==> src/rtl/br_pkg.sv <==
package br_pkg;
  localparam int EXT_W = 6;

  typedef enum logic [1:0] {
    CMP_EQ = 2'd0,
    CMP_NE = 2'd1,
    CMP_LT = 2'd2,
    CMP_LE = 2'd3
  } cmp_sel_e;

  typedef enum logic [1:0] {
    MRG_CMP     = 2'd0,
    MRG_OR      = 2'd1,
    MRG_AND_NOT = 2'd2,
    MRG_OR_NOT  = 2'd3
  } mrg_sel_e;

  // unsigned comparison; equality forced when both indices name one register
  function automatic logic cmp_eval(cmp_sel_e sel, logic [31:0] a,
                                    logic [31:0] b, logic same_reg);
    case (sel)
      CMP_EQ:  return same_reg || (a == b);
      CMP_NE:  return a != b;
      CMP_LT:  return a < b;
      default: return a <= b;
    endcase
  endfunction

  function automatic logic merge_eval(mrg_sel_e sel, logic c, logic f);
    case (sel)
      MRG_CMP:     return c;
      MRG_OR:      return c | f;
      MRG_AND_NOT: return c & ~f;
      default:     return c | ~f;
    endcase
  endfunction
endpackage

==> src/rtl/br_cmp_unit.sv <==
module br_cmp_unit
  import br_pkg::*;
#(
  parameter int DATA_W = 32,
  parameter int IDX_W  = 5
) (
  input  logic [1:0]        sel,
  input  logic [IDX_W-1:0]  idx_a,
  input  logic [IDX_W-1:0]  idx_b,
  input  logic [DATA_W-1:0] a,
  input  logic [DATA_W-1:0] b,
  output logic              hit
);
  logic        same_reg;
  logic [31:0] a_x, b_x;

  assign same_reg = (idx_a == idx_b);

  generate
    if (DATA_W >= 32) begin : g_trunc
      assign a_x = a[31:0];
      assign b_x = b[31:0];
    end else begin : g_zext
      assign a_x = {{(32-DATA_W){1'b0}}, a};
      assign b_x = {{(32-DATA_W){1'b0}}, b};
    end
  endgenerate

  assign hit = cmp_eval(cmp_sel_e'(sel), a_x, b_x, same_reg);
endmodule

==> src/rtl/br_flag_pick.sv <==
module br_flag_pick #(
  parameter int FLAG_W = 32,
  parameter int N_SEL  = 4
) (
  input  logic [FLAG_W-1:0]        flags,
  input  logic [$clog2(N_SEL)-1:0] sel,
  output logic                     bit_out
);
  logic [N_SEL-1:0] cand;

  genvar gi;
  generate
    for (gi = 0; gi < N_SEL; gi++) begin : g_cand
      assign cand[gi] = flags[gi];
    end
  endgenerate

  assign bit_out = cand[sel];
endmodule

==> src/rtl/br_cond_eval.sv <==
module br_cond_eval
  import br_pkg::*;
#(
  parameter int DATA_W = 32,
  parameter int IDX_W  = 5,
  parameter int FLAG_W = 32,
  parameter int ADDR_W = 32
) (
  input  logic              clk,
  input  logic              rst_n,
  input  logic              eval_valid,
  input  logic [5:0]        ext,
  input  logic [IDX_W-1:0]  idx_a,
  input  logic [IDX_W-1:0]  idx_b,
  input  logic [DATA_W-1:0] opnd_a,
  input  logic [DATA_W-1:0] opnd_b,
  input  logic [FLAG_W-1:0] flags,
  input  logic [ADDR_W-1:0] target_word,
  input  logic [ADDR_W-1:0] word_addr,
  output logic              res_valid,
  output logic              br_taken,
  output logic [ADDR_W-1:0] pc_value
);
  localparam int FLAG_SEL_N = 4;

  logic              cmp_hit;
  logic              flag_bit;
  logic              take_now;
  logic [ADDR_W-1:0] fall_through;

  br_cmp_unit #(.DATA_W(DATA_W), .IDX_W(IDX_W)) u_cmp (
    .sel   (ext[1:0]),
    .idx_a (idx_a),
    .idx_b (idx_b),
    .a     (opnd_a),
    .b     (opnd_b),
    .hit   (cmp_hit)
  );

  br_flag_pick #(.FLAG_W(FLAG_W), .N_SEL(FLAG_SEL_N)) u_flag (
    .flags   (flags),
    .sel     (ext[3:2]),
    .bit_out (flag_bit)
  );

  assign take_now     = merge_eval(mrg_sel_e'(ext[5:4]), cmp_hit, flag_bit);
  assign fall_through = word_addr + ADDR_W'(1);

  always_ff @(posedge clk) begin
    if (!rst_n) begin
      res_valid <= 1'b0;
      br_taken  <= 1'b0;
      pc_value  <= '0;
    end else begin
      res_valid <= eval_valid;
      if (eval_valid) begin
        br_taken <= take_now;
        pc_value <= take_now ? target_word : fall_through;
      end
    end
  end


  a_r2_valid_follows: assert property (@(posedge clk) disable iff (!rst_n)
    1'b1 |=> res_valid == $past(eval_valid));

  a_r4_same_index_eq: assert property (@(posedge clk) disable iff (!rst_n)
    (eval_valid && ext[1:0] == 2'd0 && idx_a == idx_b) |-> cmp_hit);

  a_r6_and_not_blocks: assert property (@(posedge clk) disable iff (!rst_n)
    (eval_valid && ext[5:4] == 2'd2 && flag_bit) |=> !br_taken);

  a_r7_taken_target: assert property (@(posedge clk) disable iff (!rst_n)
    eval_valid |=> (!br_taken || pc_value == $past(target_word)));

  a_r8_not_taken_step: assert property (@(posedge clk) disable iff (!rst_n)
    eval_valid |=> (br_taken || pc_value == $past(word_addr) + ADDR_W'(1)));

  a_r9_hold_idle: assert property (@(posedge clk) disable iff (!rst_n)
    !eval_valid |=> ($stable(br_taken) && $stable(pc_value)));
endmodule

==> config.mk <==
export PLATFORM = sky130hd
export DESIGN_NAME = br_cond_eval
export DESIGN_NICKNAME = d
export VERILOG_FILES = /design/src/rtl/br_pkg.sv /design/src/rtl/br_cmp_unit.sv /design/src/rtl/br_flag_pick.sv /design/src/rtl/br_cond_eval.sv
export SDC_FILE = /design/constraint.sdc
export NUM_CORES = 1
export LEC_CHECK = 0
export ABC_AREA = 1
export BUFFER_PORTS_ARGS = -buffer_cell sky130_fd_sc_hd__buf_2
export CORE_MARGIN = 3
export CORE_UTILIZATION = 46
export DETAILED_ROUTE_END_ITERATION = 6
export GPL_TIMING_DRIVEN = 0
export HOLD_SLACK_MARGIN = 0.05
export PLACE_DENSITY = 0.83
export SKIP_CTS_REPAIR_TIMING = 1
export SYNTH_ARGS = -nofsm -noshare
export SYNTH_HDL_FRONTEND = slang
export SYNTH_SLANG_ARGS = --single-unit
export TNS_END_PERCENT = 20
==> constraint.sdc <==
create_clock -name clk -period 1.9 [get_ports clk]
set_input_delay 0.095 -clock clk [delete_from_list [all_inputs] [get_ports clk]]
set_output_delay 0.095 -clock clk [all_outputs]
set_load 0.02 [all_outputs]
After elaboration in Yosys (flattened, before gate mapping):

Cells that the tools add are included.

* reduce and logical (&&, ||, !) cells: 3
* order comparisons: 3
* div/mod/pow operators: 0
* $mul: 0
* mux-type cells: 5
* eq/ne operators: 7
* add/subtract/negate cells: 1
* bitwise gates (word level): 4
* shifts and indexed selects: 0

Operators with widths (count)
* adder 32 x 1 -> 32 bit (second input constant): 1
* == test 32 bit: 1
* <= comparator 32 bit: 1
* less-than comparator 32 bit: 1
* two-way mux 32 bit: 1
* inequality test 32 bit: 1
* case mux 1 bit (3 select lines): 2
* == test 5 bit: 1
* == test 2 x 1 -> 1 bit (second input constant): 2
* == test 2 bit (second input constant): 2
* zero test 2 bit: 2
* less-than comparator 2 x 3 -> 1 bit (second input constant): 1
* binary-select mux 1 bit (select 2 bit): 1
* OR 1 bit: 2
* bitwise AND 1 bit: 1
* logical OR 1 bit: 1
* two-way mux 1 bit: 1
* NOT 1 bit: 1

* flip-flop bits (word level): 34
* memory bits (writable): 0
* memories: 0
* bits in read-only memories: 0
* latch bits: 0

Depth between registers and ports, before layout:

* depth after elaboration: 6
* depth in mapped cells: 20
* gate-level depth less buffers: 19

Modules after synthesis:

A second synthesis with hierarchy kept.

* cells, all modules: 590
* area total of the unflattened synthesis: 3614.7 µm²

By module, submodules not included
* br_cond_eval: times used 1, sequential area each 680.7 µm², area an instance 2572.5 µm², cells each 415
* br_cmp_unit: times used 1, sequential area each 0.0 µm², area an instance 991.0 µm², cells each 162
* br_flag_pick: times used 1, sequential area each 0.0 µm², area an instance 51.3 µm², cells each 13

Worst setup path before layout:

Ideal clock, no wire load.

* path kind: input port to flip-flop
* start: in opnd_b[31]
* end: reg pc_value[9]
* slack: 0.255 ns
* stages: 16
* arrival time: 1.501 ns
* setup time: 0.143 ns
* cells stage by stage: inv_1 > ha_1 > nand2_2 > nor2_4 > nand2_1 > nor2_1 > nand3_1 > nand2_1 > inv_2 > nand2_1 > nand2_4 > nand2_4 > buf_6 > nand2_2 > nand3_1 > a21oi_2

* word-level cells in the longest chain between the ends: 6
* elaborated cells between the ends (all ways): 11

Ends and longest elaborated chain
* start: declaration: RTL line br_cond_eval.sv:16 `input logic [DATA_W-1:0] opnd_b,`
* branches (longest 2 deep; another with <= comparator 32 bit)
* case mux 1 bit (3 select lines) (*): RTL line br_pkg.sv:21 `case (sel)`
* OR 1 bit (tied with other cells): RTL line br_pkg.sv:34 `default: return c | ~f;`
* case mux 1 bit (3 select lines) (*): RTL line br_pkg.sv:30 `case (sel)`
* two-way mux 32 bit (*): RTL line br_cond_eval.sv:58 `pc_value <= take_now ? target_word : fall_through;`
* end signal: assignment: RTL line br_cond_eval.sv:58
* end: declaration: RTL line br_cond_eval.sv:22 `output logic [ADDR_W-1:0] pc_value`

Every way passes the cells marked *.
A chain may end at the register's enable or synchronous reset.

Worst setup path in the final report:

* start: in opnd_b[27]
* end: reg pc_value[7]

The elaborated chain is that of the path after synthesis.

==> out/qor.txt <==
status - finished clean
Post-synth top flop - dfxtp_1
Max-slew headroom - 0.534
Worst Path Required - 2050 ps
final core utilization - 0.625
Tot GR Track Use - 0.228
Die Area - 9730 um^2
share of cells above drive strength 1 - 0.368
pre-CTS setup slack - -72.9 ps
Crit Path Class - in2reg
hold depth - 3
routability cong. - 0.996
Synthesized Nets - 827
Post-Syn Area per Cell - 6.42 um^2
worst vdd ir - 304 uV
Tcrit/Tclk final - 0.854
clock buffer depth - 2
RSZ-0062 raised after global routing - false
final setup TNS - 0 ps
Post-DRT Antenna Nets - 0
CTS tree - built
Placeable Area - 8260 um^2
antenna violations before repair - 0
hold slack final - 64.7 ps
CP Capture Type - flop
Remaining DRCs - 0
Startpoint Class - primary input
I/O pin count - 213
Starting Density - 0.478
worst-skew pair later-pin latency - 300 ps
row cnt - 33
mapped cell area - 3950 um^2
nets - 1019
ANT cells - 0
Hold Path Class - in2reg
Mapped Cells - 615
Crit path arrival time - 1780 ps
vias in the first global route - 4076
vias per cell - 4.80
via count - 4382
r2r setup slk - 1230 ps
Max FO, Critical Path - 10
Area Overhead vs Synth - 30.7%
first drt pass iteration count - 5
Worst Reg-to-Reg Cells - 4
Remaining Overflow, GRT - 0
clock-pin slew on the worst setup and hold paths - 80 ps
sequential share of the synthesized area - 0.172
FFs w/ async S/R, synth - 0
number of max-slew violations in the final report - 0
FMAX - 616 MHz
post-synthesis register bit count - 34
commonest non-fill, non-tap cell in the layout - buf_2
Clock Tree Root - clkbuf_8
Pleak - 2.91 nW
distinct cell type count after synthesis - 34
Non-Filler Instances - 913
most frequent cells in the layout - 186 x buf_2, 142 x nand2_1, 116 x inv_1
Worst Tran Pin Value - 693 ps
hold path start - rst_n
Final HPWL DP - 9.58 mm
DR WL/cell - 12.4 um
EDFF count, synth - 0
fin crit period - 1620 ps
first-pass GRT wire length - 18.4 mm
PD cells - 517 nW/um^2
hold endpoint - pc_value[14]
pin count of the biggest net entering global routing - 13
final WL - 11.3 mm
Sink Count - 34
Die Span X - 98.7 um
cts bufs inserted - 5
placed insts - 903
Ys Warns - 0
I/O Buffers - 183
final worst slack - 277 ps
count of final setup violators - 0
Initial DRC Count - 145
die height - 98.7 um
htree depth - 2
reg2reg start - pc_value[14]
final count of hold timing violations - 0
clk_skew - 0 ps
R2R Path End - pc_value[14]
# Max-Cap Violations - 0
per-layer routing:
layer	wire (um)	vias up	part of all wire	global-route usage
met1	4640	1880	0.41	0.286
met3	831	24	0.074	0.0276
met2	5520	179	0.49	0.404
met5	0	-	0	0
li1	-	2299	-	-
met4	295	0	0.026	0.0756
where the power goes:
part | internal, mW | switching, mW
logic | 0.429 | 0.609
clock network | 0.526 | 0.302
registers | 0.772 | 0.0289
worst max-delay path by stage:
stage	start	endpoint	slack, ps
final	opnd_b[27]	pc_value[7]	280
after global routing	opnd_b[27]	pc_value[1]	9
after CTS	opnd_b[27]	pc_value[17]	240
after detailed placement	opnd_b[27]	pc_value[9]	-70
after global placement	opnd_b[19]	pc_value[16]	-50
after floorplan	opnd_b[31]	pc_value[9]	260
Yosys cell counts (2+ instances only):
cell type	count	area share
nand2_1	142	0.13
inv_1	116	0.11
nand3_1	58	0.073
nor2_1	36	0.034
dfxtp_1	34	0.17
ha_1	33	0.10
a21oi_2	27	0.060
nand2_2	23	0.036
nand3_2	22	0.056
a21oi_1	17	0.022
xor2_1	16	0.035
nor3_1	13	0.016
xnor2_1	13	0.029
nand2_4	11	0.031
clkbuf_1	10	0.0095
inv_2	7	0.0067
nand4_1	7	0.011
buf_2	5	0.0063
nor2_4	4	0.011
o21ai_0	3	0.0038
buf_6	2	0.0057
nand3b_1	2	0.0038
nor2_2	2	0.0032
nor4_1	2	0.0032
layout make-up:
class | count | area, um^2
clock inverter | 3 | 68.8
clock buffer | 5 | 68.8
tap | 105 | 131
buffer | 19 | 118
sequential | 34 | 681
timing repair buffer | 185 | 936
inverter | 124 | 465
fill | 812 | 3100
multi-input combinational | 438 | 2690
per-stage QoR:
stage / cell area, um^2 / power, mW
after detailed placement: 5000 / 1.85
after floorplan: 3950 / 1.49
after global routing: 5160 / 2.85
after CTS: 5130 / 2.68
after global placement: 5000 / 1.83
final: 5160 / 2.67
critical path, cell delays in order:
cell and delay, ps:
buf_2 70, inv_1 40, ha_1 290, nand2_1 70
nor2_2 120, nand2_1 80, nor2_1 140, nand3_1 80
nand2_1 70, inv_2 30, nand2_1 90, nand2_4 90
nand2_4 120, buf_6 190, nand2_2 60, nand3_1 80
a21oi_2 50
kinds of logic (layout without fill, tap and decap cells):
kind of cell,after synthesis,after routing,share of synthesized area
simple gates,325,325,0.420
buf+inv,143,336,0.146
compound gates,51,51,0.0922
flops,34,34,0.172
fa+ha+maj,33,33,0.105
xor+xnor,29,29,0.0643
sequential cells by signal (all words and copies together), names as in the netlist:
register	cells
pc_value	32
br_taken	1
res_valid	1
No activity file was read; power rests on OpenSTA's default activity.
